==> src/rtl/loc_timer_pkg.sv <==
package loc_timer_pkg;
  localparam int DATA_W = 32;
  localparam int ADDR_W = 4;

  localparam logic [ADDR_W-1:0] A_SVR  = 4'd0;
  localparam logic [ADDR_W-1:0] A_INIT = 4'd1;
  localparam logic [ADDR_W-1:0] A_CUR  = 4'd2;
  localparam logic [ADDR_W-1:0] A_DIV  = 4'd3;
  localparam logic [ADDR_W-1:0] A_LVT0 = 4'd4;

  localparam int SW_EN_BIT = 8;
  localparam int MASK_BIT  = 16;
  localparam int PER_BIT   = 17;
  localparam int VEC_W     = 8;

  localparam logic [DATA_W-1:0] TMR_KEEP = 32'h0003_10FF;
  localparam logic [DATA_W-1:0] LVT_KEEP = 32'h0001_F7FF;
  localparam logic [DATA_W-1:0] LVT_RST  = 32'h0001_0000;
  localparam logic [8:0]        SVR_RST  = 9'h0FF;

  // exponent = {d3,d1,d0} + 1, wrapping in 3 bits
  function automatic logic [2:0] div_shift(input logic [3:0] d);
    return {d[3], d[1:0]} + 3'd1;
  endfunction
endpackage

==> src/rtl/loc_timer_regs.sv <==
module loc_timer_regs import loc_timer_pkg::*; #(
  parameter int NUM_LVT = 6,
  parameter int COUNT_W = 32
) (
  input  logic               clk_i,
  input  logic               rst_ni,
  input  logic               wr_en_i,
  input  logic [ADDR_W-1:0]  wr_addr_i,
  input  logic [DATA_W-1:0]  wr_data_i,
  output logic [8:0]         svr_o,
  output logic               sw_en_o,
  output logic [COUNT_W-1:0] init_o,
  output logic [3:0]         div_o,
  output logic [DATA_W-1:0]  lvt_o [NUM_LVT],
  output logic               init_wr_o,
  output logic               sw_off_o
);
  logic [8:0]         svr_q;
  logic [COUNT_W-1:0] init_q;
  logic [3:0]         div_q;

  assign sw_off_o  = wr_en_i && (wr_addr_i == A_SVR) && !wr_data_i[SW_EN_BIT];
  assign init_wr_o = wr_en_i && (wr_addr_i == A_INIT);
  assign sw_en_o   = svr_q[SW_EN_BIT];
  assign svr_o     = svr_q;
  assign init_o    = init_q;
  assign div_o     = div_q;

  always_ff @(posedge clk_i or negedge rst_ni) begin
    if (!rst_ni) begin
      svr_q  <= SVR_RST;
      init_q <= '0;
      div_q  <= '0;
    end else if (wr_en_i) begin
      if (wr_addr_i == A_SVR) svr_q  <= wr_data_i[8:0];
      if (wr_addr_i == A_INIT) init_q <= wr_data_i[COUNT_W-1:0];
      if (wr_addr_i == A_DIV) div_q  <= wr_data_i[3:0];
    end
  end

  for (genvar i = 0; i < NUM_LVT; i++) begin : g_lvt
    localparam logic [ADDR_W-1:0] MY_A = ADDR_W'(A_LVT0 + i);
    localparam logic [DATA_W-1:0] KEEP = (i == 0) ? TMR_KEEP : LVT_KEEP;
    logic [DATA_W-1:0] lvt_q;

    always_ff @(posedge clk_i or negedge rst_ni) begin
      if (!rst_ni) begin
        lvt_q <= LVT_RST;
      end else if (sw_off_o) begin
        lvt_q[MASK_BIT] <= 1'b1;
      end else if (wr_en_i && (wr_addr_i == MY_A)) begin
        lvt_q <= (wr_data_i | (sw_en_o ? '0 : LVT_RST)) & KEEP;
      end
    end
    assign lvt_o[i] = lvt_q;
  end
endmodule

==> src/rtl/loc_timer_count.sv <==
module loc_timer_count #(
  parameter int COUNT_W    = 32,
  parameter int MIN_PERIOD = 64,
  localparam int PER_W     = COUNT_W + 7
) (
  input  logic               clk_i,
  input  logic               rst_ni,
  input  logic               ld_i,
  input  logic [COUNT_W-1:0] init_i,
  input  logic [2:0]         shift_i,
  input  logic               periodic_i,
  output logic               expire_o,
  output logic               running_o,
  output logic [PER_W-1:0]   rem_o,
  output logic [COUNT_W-1:0] cur_o
);
  logic [PER_W-1:0] scaled, period_nxt, period_q, rem_q;
  logic             run_q;

  always_comb begin
    scaled     = PER_W'(init_i) << shift_i;
    period_nxt = scaled;
    if (periodic_i && (scaled != '0) && (scaled < PER_W'(MIN_PERIOD)))
      period_nxt = PER_W'(MIN_PERIOD);
  end

  always_ff @(posedge clk_i or negedge rst_ni) begin
    if (!rst_ni) begin
      period_q <= '0;
      rem_q    <= '0;
      run_q    <= 1'b0;
    end else if (ld_i) begin
      period_q <= period_nxt;
      run_q    <= (period_nxt != '0);
      rem_q    <= (period_nxt != '0) ? period_nxt - 1'b1 : '0;
    end else if (run_q) begin
      if (rem_q == '0) begin
        if (periodic_i) rem_q <= period_q - 1'b1;
        else            run_q <= 1'b0;
      end else begin
        rem_q <= rem_q - 1'b1;
      end
    end
  end

  assign expire_o  = run_q && (rem_q == '0) && !ld_i;
  assign running_o = run_q;
  assign rem_o     = rem_q;
  assign cur_o     = COUNT_W'(rem_q >> shift_i);
endmodule

==> src/rtl/loc_timer_pend.sv <==
module loc_timer_pend #(
  parameter int PEND_W = 8
) (
  input  logic              clk_i,
  input  logic              rst_ni,
  input  logic              inc_i,
  input  logic              dec_i,
  input  logic              clr_i,
  output logic [PEND_W-1:0] pend_o
);
  logic [PEND_W-1:0] pend_q;
  logic              inc_eff;

  assign inc_eff = inc_i && (pend_q != '1);

  always_ff @(posedge clk_i or negedge rst_ni) begin
    if (!rst_ni)                pend_q <= '0;
    else if (clr_i)             pend_q <= '0;
    else if (inc_eff && !dec_i) pend_q <= pend_q + 1'b1;
    else if (!inc_eff && dec_i) pend_q <= pend_q - 1'b1;
  end

  assign pend_o = pend_q;
endmodule

==> src/rtl/loc_timer.sv <==
module loc_timer import loc_timer_pkg::*; #(
  parameter int NUM_LVT    = 6,
  parameter int COUNT_W    = 32,
  parameter int MIN_PERIOD = 64,
  parameter int PEND_W     = 8,
  localparam int PER_W     = COUNT_W + 7
) (
  input  logic              clk_i,
  input  logic              rst_ni,
  input  logic              hw_en_i,
  input  logic              wr_en_i,
  input  logic [ADDR_W-1:0] wr_addr_i,
  input  logic [DATA_W-1:0] wr_data_i,
  input  logic [ADDR_W-1:0] rd_addr_i,
  output logic [DATA_W-1:0] rd_data_o,
  output logic              irq_valid_o,
  output logic [VEC_W-1:0]  irq_vector_o,
  input  logic              irq_ready_i
);
  logic [8:0]         svr;
  logic               sw_en, init_wr, sw_off, clr;
  logic [COUNT_W-1:0] init_val, cur;
  logic [3:0]         div_val;
  logic [DATA_W-1:0]  lvt [NUM_LVT];
  logic [NUM_LVT-1:0] lvt_masks;
  logic               expire, running, handshake, tmr_periodic;
  logic [PER_W-1:0]   rem;
  logic [PEND_W-1:0]  pend_q;

  loc_timer_regs #(.NUM_LVT(NUM_LVT), .COUNT_W(COUNT_W)) u_regs (
    .clk_i, .rst_ni, .wr_en_i, .wr_addr_i, .wr_data_i,
    .svr_o(svr), .sw_en_o(sw_en), .init_o(init_val), .div_o(div_val),
    .lvt_o(lvt), .init_wr_o(init_wr), .sw_off_o(sw_off)
  );

  assign tmr_periodic = lvt[0][PER_BIT];

  loc_timer_count #(.COUNT_W(COUNT_W), .MIN_PERIOD(MIN_PERIOD)) u_count (
    .clk_i, .rst_ni,
    .ld_i(init_wr), .init_i(wr_data_i[COUNT_W-1:0]),
    .shift_i(div_shift(div_val)), .periodic_i(tmr_periodic),
    .expire_o(expire), .running_o(running), .rem_o(rem), .cur_o(cur)
  );

  assign clr = sw_off || init_wr;

  loc_timer_pend #(.PEND_W(PEND_W)) u_pend (
    .clk_i, .rst_ni, .inc_i(expire), .dec_i(handshake), .clr_i(clr), .pend_o(pend_q)
  );

  for (genvar i = 0; i < NUM_LVT; i++) begin : g_mask
    assign lvt_masks[i] = lvt[i][MASK_BIT];
  end

  assign irq_valid_o  = hw_en_i && sw_en && !lvt[0][MASK_BIT] && (pend_q != '0);
  assign irq_vector_o = lvt[0][VEC_W-1:0];
  assign handshake    = irq_valid_o && irq_ready_i;

  always_comb begin
    rd_data_o = '0;
    case (rd_addr_i)
      A_SVR:   rd_data_o = DATA_W'(svr);
      A_INIT:  rd_data_o = DATA_W'(init_val);
      A_CUR:   rd_data_o = DATA_W'(cur);
      A_DIV:   rd_data_o = DATA_W'(div_val);
      default: begin
        for (int i = 0; i < NUM_LVT; i++)
          if (rd_addr_i == ADDR_W'(A_LVT0 + i)) rd_data_o = lvt[i];
      end
    endcase
  end
endmodule

==> config.mk <==
export PLATFORM = sky130hd
export DESIGN_NAME = loc_timer
export DESIGN_NICKNAME = d
export VERILOG_FILES = /design/src/rtl/loc_timer_pkg.sv /design/src/rtl/loc_timer_regs.sv /design/src/rtl/loc_timer_count.sv /design/src/rtl/loc_timer_pend.sv /design/src/rtl/loc_timer.sv
export SDC_FILE = /design/constraint.sdc
export NUM_CORES = 1
export LEC_CHECK = 0
export BUFFER_PORTS_ARGS = -buffer_cell sky130_fd_sc_hd__buf_2
export CAP_MARGIN = 20
export CORE_AREA = 2 2 152 214
export DETAILED_ROUTE_END_ITERATION = 12
export DIE_AREA = 0 0 154 216
export PLACE_DENSITY = 0.78
export SLEW_MARGIN = 10
export SYNTH_ARGS = -nofsm -noshare
export SYNTH_HDL_FRONTEND = slang
export SYNTH_SLANG_ARGS = --single-unit
==> constraint.sdc <==
create_clock -name clk_i -period 11.9 [get_ports clk_i]
set_input_delay 2.975 -clock clk_i [delete_from_list [all_inputs] [get_ports clk_i]]
set_output_delay 2.975 -clock clk_i [all_outputs]
set_load 0.02 [all_outputs]
# ---- Word level (Yosys, flattened, before mapping)
# Index checks and enable logic that the tools add are counted.
# Widths: inputs -> output; s select.
dict set report op_classes {
  n_addsub 6
  magnitude_cmp 1
  eq_ne 19
  n_shift 2
  mux 33
  n_bitwise 2
  n_reduce_logical 50
}
# op count
set ops {}
lappend ops {{$mux 39} 6}
lappend ops {{$mux 32} 5}
lappend ops {{$pmux 32 s4} 1}
lappend ops {{$mux 17} 7}
lappend ops {{$sub 39x1->39 const B} 3}
lappend ops {{$reduce_bool 39->1} 2}
lappend ops {{$logic_not 39->1} 1}
lappend ops {{$lt 39x7->1 const B} 1}
lappend ops {{$shl 32x3->39} 1}
lappend ops {{$shr 39x3->32} 1}
lappend ops {{$eq 4x3->1 const B} 8}
lappend ops {{$mux 8} 3}
lappend ops {{$logic_and 1x1->1} 20}
lappend ops {{$reduce_and 2->1} 10}
lappend ops {{$mux 18} 1}
lappend ops {{$or 18x17->18} 1}
lappend ops {{$eq 4x4->1 const B} 4}
lappend ops {{$reduce_bool 2->1} 7}
lappend ops {{$eq 4x2->1 const B} 3}
lappend ops {{$mux 1} 10}
lappend ops {{$add 8x1->8 const B} 1}
lappend ops {{$eq 4x1->1 const B} 2}
lappend ops {{$logic_not 4->1} 2}
lappend ops {{$ne 8x8->1 const B} 1}
lappend ops {{other kinds (8)} 12}
dict set report totals {
  register_bits 223
}

# ---- Logic depth before layout (Yosys ltp)
# Gate-level depths: netlist of the first run.
dict set report depth {
  ltp_word 10
  ltp_mapped 24
  mapped_depth_nobuf 18
}

# ---- Modules after synthesis
# From an unflattened synthesis of the first run, not the netlist that was laid out.
dict set report unflattened {
  hier_cells 1998
  hier_area_um2 18856.8
}
# mod n_inst cells_each area_per_inst_um2 seq_area_each_um2
set modules_own_cells {}
lappend modules_own_cells {loc_timer_count 1 1144 9278.9 1976.9}
lappend modules_own_cells {loc_timer_regs 1 420 5990.7 3420.8}
lappend modules_own_cells {loc_timer 1 368 2924.1 0.0}
lappend modules_own_cells {loc_timer_pend 1 66 663.1 200.2}

# ---- Worst setup path before layout of the first run
# Ideal clock, no wire load.
dict set report synth_timing {
  kind {input to output}
  from {input port rd_addr_i[1]}
  to {output port rd_data_o[0]}
  t_arrival_ns 4.729
  required_ns 8.925
  setup_slack_ns 4.196
  path_stages 5
  path_buffers 2
  path_cell_list {buf_1 nor3b_1 clkbuf_1 a22oi_1 a31oi_1}
}
dict set report synth_via {
  elab_chain_len 8
  word_cells_on_any_way 17
  classes_between {9 x eq/ne; 7 x mux; 1 x reduce/logical}
}
# element line
set synth_lines {}
lappend synth_lines {{from (decl)} loc_timer.sv:14} ;# input logic [ADDR_W-1:0] rd_addr_i,
lappend synth_lines {{$eq 4x3->1} loc_timer.sv:68} ;# if (rd_addr_i == ADDR_W'(A_LVT0 + i)) rd_data_o = lvt[i];
lappend synth_lines {{$mux 18} loc_timer.sv:68}
lappend synth_lines {{$mux 32 (5 in a row)} loc_timer.sv:68}
lappend synth_lines {{$pmux 32 s4 *} loc_timer.sv:61} ;# case (rd_addr_i)
lappend synth_lines {{to (decl)} loc_timer.sv:15} ;# output logic [DATA_W-1:0] rd_data_o,
# Every way passes the cells marked *; elsewhere a longest branch is shown, timed or not.

# ---- Worst setup path after layout of the first run
dict set report layout_timing {
  from {input port rd_addr_i[3]}
  to {output port rd_data_o[18]}
}
dict set report layout_via {
  elab_chain_len 6
  word_cells_on_any_way 13
  classes_between {7 x eq/ne; 5 x mux; 1 x reduce/logical}
}
# element line
set layout_lines {}
lappend layout_lines {{$eq 4x3->1} loc_timer.sv:68}
lappend layout_lines {{$mux 32 (4 in a row)} loc_timer.sv:68}
lappend layout_lines {{$pmux 32 s4 *} loc_timer.sv:61}
# Marked as above.

==> qor.yml, run 1 <==
crit_slowest_cell: "or3b_2"
ys.warnings.count: 0
grt_pass1_wl_um: 82690
antenna_cells: 0
place.gp.congestion: 0.9967
syn_area_per_cell_um2: 8.915
slew_violations: 0
drc: 0
drv_cap: 0
cp_max_fo: 23
max_stage_delay_ps: 810
nets: 1880
drt_iter0_markers: 1823
syn_area_mm2: 0.01645
finalHoldViolCount: 0
ys_seq_elements: 223
postRouteAntennaNets: 0
ctsHtreeMaxLevel: 1
syn_inst: 1845
drt-total-wl_um: 53070
core_area_mm2: 0.03131
gr-usage-met2_pct: 53.03
min_period_over_period_pct: 68.13
layout-area-overhead-vs-synth_pct: 6.663
gr-total-overflow: 0
grt_pass1_vias: 14760
hold_buffers: 0
fin_tns_setup_ps: 0
worstSetupStartpointType: "input port"
post-place-ws_ps: 3512
ys_async_sr_fraction_pct: 100.0
cp_data_required_time_ps: 8930
outcome: "completed"
port_buffers: 85
finalCriticalPeriod_ps: 8107
routedWlPerCell_um: 23.75
firstDrtPassIters: 6
power.density_mw_per_mm2: 215.0
crit_buf_inv: 2
io_pins: 86
max_clock_freq_mhz: 123.3
clkLatencyLatePin_ps: 540
die_h_um: 216
p_leak_nw: 7.400
synth_flop_cell: "dfrtp_1"
final-seq-area_mm2: 0.005602
peakVddDrop_uv: 149.5
total_power_mw: 3.772
viasPerCell: 6.791
clockBufferDepth: 3
track_usage_pct: 31.33
synth_edf_count: 0
cts_resized: 0
crit_arrival_ps: 5130
whs_ps: 476.3
vias: 15180
cpMostUsedCell: "buf_2"
endpoint_kind: "output pin"
ys_types: 97
cts_tree: "built"
fillers: 2701
busiest_layer: "met2"
cts.clk_slew.worst_paths_ps: 60
seq_area_frac_synth_pct: 34.03
hpwlAfterDp_um: 38120
cts.sink_count: 223
crit_chain: "buf_2, or2_2, or3b_2, o21ai_0, buf_2"
rsz0062_at_grt: "no"
ctsRootBufferMaster: "clkbuf_16"
cp_top_family: "simple AND/OR/NAND/NOR gates"
syn_nets: 1900
grt_max_degree: 91
dieWidth_um: 154
met1_usage_pct: 37.76
postCtsSetupBuffers: 0
antenna_found_initial: 1
setup_violations: 0
tightest_slew_ps: 1020
start_util_pct: 52.53
worst_hold_path_type: "reg -> reg"
crit_type: "in -> out"
max-slew-margin-rel_pct: 32.02
dieArea_mm2: 0.03326
cts_buffers: 23
setup_ws_ps: 3793
skew_ps: 10.26
grt_util_met3_pct: 3.494
drive_gt1_share_pct: 19.57
row_count: 77
multi_input_area_mm2: 0.009980
[sequential cells by signal (all words and copies together), names as in the netlist]
| signal | count |
|---|---|
| u_regs.g_lvt.lvt_q | 91 |
| u_count.period_q | 39 |
| u_count.rem_o | 39 |
| u_regs.init_o | 32 |
| u_regs.svr_o | 9 |
| u_pend.pend_o | 8 |
| u_regs.div_o | 4 |
| u_count.running_o | 1 |
[synthesized netlist by cell type, types with 16 or more instances]
cell type  number  area, um^2
nand2_1       276        1036
dfrtp_1       209        5230
nor2_1        138       518.0
o21ai_0       135       675.7
mux2_2        108        1216
mux2i_1       108        1081
a21oi_1        97       485.5
clkbuf_1       85       319.1
nor3_1         37       185.2
mux4_2         35       788.3
buf_2          33       165.2
nand3_1        32       160.2
a22oi_1        31       232.7
a31oi_1        30       187.7
xnor2_1        29       254.0
a211oi_1       24       180.2
and3_1         23       143.9
o22ai_1        23       143.9
inv_1          21       78.83
nand2b_1       19       118.9
nand4_1        18       112.6
o211ai_1       16       120.1
[tightest hold or removal path, cell delays in order, from the launching register on]
cell     delay, ps
dfrtp_1        340
nand2_1         50
nand2_1         50
[cell type report]
cell class                      count  area share [%]
Multi-Input combinational cell   1442           56.88
Sequential cell                   223           31.93
Timing Repair Buffer              113           3.837
Clock buffer                       29           3.523
Tap cell                          395           2.817
Clock inverter                     11          0.5420
Inverter                           22          0.4707
[kinds of logic after synthesis]
kind of cell / Yosys count / synth area share [%]
compound gates: 479 / 18.85
xor+xnor: 45 / 2.510
fa+ha+maj: 10 / 0.8063
buf+inv: 180 / 5.675
flops: 223 / 34.03
mux: 253 / 18.93
simple gates: 655 / 19.20
[power by group]
part           leakage (nW)  internal, mW  switching, mW  total, mW
sequential             2.76         0.985          0.304       1.29
combinational          4.28         0.731           1.05       1.78
clock                 0.357         0.391          0.312      0.703
[metal layers]
layer	share of wire, %	vias to the layer above
met5	0.026	-
met4	7.4	2
met3	7.2	231
met2	48	808
met1	37	7391
li1	-	6745
[layout by cell type, fill, tap and decap left out, types with 31 or more instances in the layout]
master,instances
nand2_1,276
dfrtp_1,208
nor2_1,135
o21ai_0,134
mux2_2,108
mux2i_1,108
a21oi_1,97
buf_2,84
nor3_1,37
mux4_2,35
nand3_1,32
a22oi_1,31
[final timing paths]
path                                         startpoint                              end  slack [ps]  cells after the start
min in group asynchronous                        rst_ni  u_count.period_q[2]$_DFFE_PN0P_        2430                      1
max reg2reg                 u_regs.div_o[0]$_DFFE_PN0P_     u_count.rem_o[2]$_DFFE_PN0P_        4060                     20
max                                        rd_addr_i[3]                    rd_data_o[18]        3790                      5
max in group asynchronous                        rst_ni      u_regs.div_o[0]$_DFFE_PN0P_        8110                      2
min                        u_regs.init_o[6]$_DFFE_PN0P_     u_regs.init_o[6]$_DFFE_PN0P_         480                      2
min reg2reg                u_regs.init_o[6]$_DFFE_PN0P_     u_regs.init_o[6]$_DFFE_PN0P_         480                      2
[through the flow]
step	util, %	area (um^2)	cells
global route	56.03	17540	2235
detailed placement	53.62	16790	2193
floorplan	-	16450	1845
finish	56.03	17540	2235
CTS	55.90	17500	2233
global placement	53.59	16780	2192
No activity file was read; power rests on OpenSTA's default activity.
==> run 2, diff against run 1 <==
PLACE_DENSITY = 0.81   (was 0.78)
clock period = 6.6 ns   (was 11.9 ns; I/O delays follow)
==> run 2 against run 1 <==
  * Die area did not move
  * Utilization is 0.71 points higher
  * Non-clock buffer count is 20 higher
==> qor.yml, run 2 (synthesis results as in run 1) <==
layout_commonest_cell: "nand2_1"
fin_area_mm2: 0.01777
fin_tns_setup_ps: 0
io_pins: 86
drt_iter0_markers: 2165
postRouteAntennaNets: 0
layout-area-overhead-vs-synth_pct: 8.010
drt-total-wl_um: 53240
crit_arrival_ps: 6360
p_leak_nw: 7.521
rsz0062_at_grt: "no"
endpoint_kind: "flip-flop"
p_comb_share_pct: 47.6
grt_pass1_vias: 15190
cts.clk_slew.worst_paths_ps: 70
sw_frac_of_total_pct: 43.68
peakVddDrop_uv: 276.9
crit_type: "reg -> reg"
drc: 0
power.density_mw_per_mm2: 396.1
grt_max_degree: 128
post_dp_cell_area_mm2: 0.01699
clkLatencyLatePin_ps: 540
max-slew-margin-rel_pct: 25.25
postCtsSetupBuffers: 0
slew_violations: 0
cts_tree: "built"
ctsRootBufferMaster: "clkbuf_16"
finalHoldViolCount: 0
port_buffers: 85
cp_max_fo: 52
vias: 15490
power_switching_mw: 3.074
power.internal_mw: 3.963
cts.sink_count: 223
start_util_pct: 52.53
antenna_found_initial: 2
regMostFlops: "u_regs.g_lvt.lvt_q"
track_usage_pct: 31.68
drive_gt1_share_pct: 20.22
gr-total-overflow: 0
largest_register_ffs: 91
cp_data_required_time_ps: 7020
tightest_slew_ps: 1120
min_period_over_period_pct: 89.96
p_clk_share_pct: 19.7
die_h_um: 216
viasPerCell: 6.864
core_area_mm2: 0.03131
hpwlAfterDp_um: 38560
final_cell_mix: "nand2_1 (276), dfrtp_1 (208), nor2_1 (135), o21ai_0 (134)"
dieWidth_um: 154
finalCriticalPeriod_ps: 5937
place.gp.congestion: 0.9971
fillers: 2618
grt_pass1_wl_um: 83810
cts_resized: 0
seqPwrFrac_pct: 32.8
firstDrtPassIters: 6
setup_ws_ps: 662.5
clockBufferDepth: 3
reg2reg_slack_ps: 660
setup_violations: 0
max_clock_freq_mhz: 168.4
post-place-ws_ps: 317.8
hold_buffers: 0
post-route-util_pct: 56.74
drv_cap: 0
outcome: "completed"
nets: 1899
dieArea_mm2: 0.03326
worst_hold_path_type: "reg -> reg"
worstSetupStartpointType: "flip-flop"
ctsHtreeMaxLevel: 1
routedWlPerCell_um: 23.59
row_count: 77
skew_ps: 13.27
cts_buffers: 22
==> run 2: changes by cell type in the layout (fill, tap and decap cells not counted), moves of 2 or more <==
cell / delta
buf_4: +20
clkinv_2: -5
clkbuf_1: +4
bufinv_16: +3
buf_12: +2
clkinv_4: -2
diode_2: +2
==> run 2: final timing paths <==
check	startpoint	endpoint	depth (start not counted)
max	u_regs.div_o[0]$_DFFE_PN0P_	u_count.rem_o[3]$_DFFE_PN0P_	20
min reg2reg	u_regs.init_o[10]$_DFFE_PN0P_	u_regs.init_o[10]$_DFFE_PN0P_	2
min in group asynchronous	rst_ni	u_regs.g_lvt[5].lvt_q[13]$_DFFE_PN0P_	1
max in group asynchronous	rst_ni	u_count.period_q[33]$_DFFE_PN0P_	2
max reg2reg	u_regs.div_o[0]$_DFFE_PN0P_	u_count.rem_o[3]$_DFFE_PN0P_	20
min	u_regs.init_o[10]$_DFFE_PN0P_	u_regs.init_o[10]$_DFFE_PN0P_	2
==> run 2: cell type report <==
cell class,instances,area [um^2],area share [%]
Antenna cell,2,5.005,0.02817
Timing Repair Buffer,133,820.8,4.620
Inverter,22,82.58,0.4648
Sequential cell,223,5602,31.53
Tap cell,395,494.2,2.782
Clock buffer,33,633.1,3.564
Clock inverter,7,142.6,0.8029
Multi-Input combinational cell,1442,9986,56.21
==> run 2: per-stage QoR <==
step                      instances  hold slack (ps)  power, mW
after floorplan                1845            440.9      4.599
after global placement         2215            452.1      5.413
after detailed placement       2215            463.3      5.521
after CTS                      2255            478.5      6.916
after global routing           2257            494.7      7.382
final                          2257            481.0      7.038
==> run 2: power groups by stage <==
stage / sequential [mW] / combinational [mW] / clock [mW]
final: 2.30 / 3.35 / 1.39
after global placement: 2.26 / 3.16 / 0
after CTS: 2.27 / 3.26 / 1.38
after floorplan: 2.06 / 2.54 / 0
after detailed placement: 2.29 / 3.23 / 0
after global routing: 2.34 / 3.60 / 1.44
==> run 2: critical path, stage by stage (launching register included) <==
cell and delay, ps:
dfrtp_4 500, ha_4 710, buf_4 430, mux2i_1 440, mux2i_1 170, o22ai_1 260
nand3_1 210, nor4b_4 380, nand2_1 160, nand2_1 140, nor3_1 70, inv_1 90
ha_1 280, a21boi_0 310, nand4_1 170, or3_1 430, a211oi_1 270, nand2b_1 200
buf_12 240, a31oi_1 80, o22a_1 200
==> run 2: metal layers <==
layer	track usage (%)	vias to the layer above	part of all wire, %
li1	-	6794	-
met1	38.75	7444	37
met4	21.25	0	7.2
met3	4.157	249	8.5
met5	0	-	0
met2	52.27	1005	48
==> run 3, diff against run 2 <==
clock period = 4.9 ns   (was 6.6 ns; I/O delays follow)
==> run 3 against run 2 <==
  * Design area increased by 6.0%
  * Non-clock buffer count increased by 112
  * Clock skew increased by 3.1 ps
  * Count of clock-buffer cells in the layout decreased by 4
  * Global-route usage increased by 1.8 points
  * Sequential share of layout area decreased by 1.8 points
  * Register-to-register slack got worse by 520 ps
  * Cell count increased by 4.9%
  * Largest cell class unchanged
==> qor.yml, run 3 (synthesis results as in run 1) <==
cp_num_cells: 11
drc: 0
peakVddDrop_uv: 384.9
cts_buffers: 23
crit_slowest_cell: "dfrtp_4"
postRouteAntennaNets: 0
grt_max_degree: 127
die_h_um: 216
drt-total-wl_um: 56460
row_count: 77
cts.sink_count: 223
port_buffers: 85
outcome: "completed"
vias: 16030
cpMostUsedCell: "mux4_2"
crit_type: "reg -> out"
regMostFlops: "u_regs.g_lvt.lvt_q"
post-place-ws_ps: -357.1
crit_buf_inv: 5
post_dp_cell_area_mm2: 0.01786
slew_violations: 0
fin_area_mm2: 0.01882
start_util_pct: 52.53
antenna_found_initial: 0
tightest_slew_ps: 1097
finalHoldViolCount: 0
total_power_mw: 9.943
io_pins: 86
place.gp.congestion: 0.9989
firstDrtPassIters: 6
crit_chain: "ha_4, buf_12, buf_8, buf_6, mux2i_2, mux4_2, inv_1, mux4_2, nor2_1, a21oi_1, buf_2"
p_leak_nw: 8.114
hold_buffers: 0
nets: 2012
core_area_mm2: 0.03131
ctsHtreeMaxLevel: 1
max_stage_delay_ps: 490
layout_commonest_cell: "nand2_1"
track_usage_pct: 33.50
worst_hold_path_type: "reg -> reg"
grt_pass1_vias: 15970
largest_register_ffs: 91
grt_pass1_wl_um: 88190
final_cell_mix: "nand2_1 (273), dfrtp_1 (208), buf_4 (146), nor2_1 (135), o21ai_0 (133)"
gr-total-overflow: 0
routedWlPerCell_um: 23.84
hpwlAfterDp_um: 40960
dieArea_mm2: 0.03326
endpoint_kind: "output pin"
layout-area-overhead-vs-synth_pct: 14.44
setup_ws_ps: 55.47
cts_tree: "built"
max-slew-margin-rel_pct: 26.87
clkLatencyLatePin_ps: 540
cts.clk_slew.worst_paths_ps: 60
cp_max_fo: 32
worstSetupStartpointType: "flip-flop"
drv_cap: 0
finalCriticalPeriod_ps: 4845
power.density_mw_per_mm2: 528.3
clockBufferDepth: 3
viasPerCell: 6.769
max_clock_freq_mhz: 206.4
dieWidth_um: 154
reg2reg_depth: 20
crit_arrival_ps: 3620
drt_iter0_markers: 1751
ctsRootBufferMaster: "clkbuf_16"
cp_data_required_time_ps: 3670
drive_gt1_share_pct: 25.85
setup_violations: 0
min_path_cells: 2
skew_ps: 16.37
reg2reg_slack_ps: 140
min_period_over_period_pct: 98.87
antenna_cells: 0
cp_top_family: "multiplexers"
run 3: power breakdown:
| group | switching [mW] | internal (mW) |
|---|---|---|
| combinational | 2.87 | 2.19 |
| clock | 0.756 | 1.05 |
| sequential | 0.680 | 2.39 |
| total | 4.31 | 5.64 |
run 3: final cells by class:
type / count / area [um^2]
clock buffers: 29 / 618.1
clock inverters: 12 / 145.1
fillers: 2538 / 12490
inverters: 22 / 82.58
multi-input cells: 1442 / 10100
flip-flops and latches: 223 / 5602
well taps: 395 / 494.2
repair buffers: 245 / 1783
run 3: worst reg2reg max path: stages (launching register included):
cell      delay (ps)
dfrtp_4          490
ha_4             330
buf_6            140
mux2_2           350
mux4_2           520
a211oi_4         300
nand3_2          150
nor4b_4          360
nand2_2          120
nand2_2          100
nor3_1            70
inv_1            110
ha_4             140
a21boi_4         180
nand4_1          140
or3_4            370
a211oi_2         180
nand2b_4         170
buf_6            160
a31oi_1           60
o22a_1           190
run 3: stage by stage:
| step | hold slack (ps) | instances | util [%] | setup TNS [ps] |
|---|---|---|---|---|
| after floorplan | 440.9 | 1845 | - | -466.4 |
| after global placement | 454.5 | 2320 | 57.03 | -5778 |
| after detailed placement | 462.2 | 2320 | 57.03 | -12130 |
| after CTS | 477.7 | 2364 | 59.64 | 0 |
| after global routing | 501.6 | 2368 | 60.12 | -14.60 |
| final | 475.7 | 2368 | 60.12 | 0 |
run 3: path summary, 6_finish.rpt:
check | startpoint | to
worst max register to register | u_regs.div_o[0]$_DFFE_PN0P_ | u_count.rem_o[3]$_DFFE_PN0P_
worst min-delay path | u_regs.init_o[20]$_DFFE_PN0P_ | u_regs.init_o[20]$_DFFE_PN0P_
worst max-delay path | u_regs.div_o[0]$_DFFE_PN0P_ | rd_data_o[3]
min in group asynchronous | rst_ni | u_regs.g_lvt[5].lvt_q[9]$_DFFE_PN0P_
worst min register to register | u_regs.init_o[20]$_DFFE_PN0P_ | u_regs.init_o[20]$_DFFE_PN0P_
max in group asynchronous | rst_ni | u_count.period_q[35]$_DFFE_PN0P_
run 3: per-layer routing:
metal	vias to the layer above	track usage (%)	wire, um
met3	239	4.398	4722
met4	0	18.07	3436
met1	7775	40.20	20450
met2	1008	58.30	27860
met5	-	0	0
li1	7006	-	-
run 3: what timing repair did:
action	in CTS	in global routing
buffers inserted	3	3
setup endpoints to repair	7	43
cloned	0	1
pin swaps	1	6
gates resized for setup	5	18
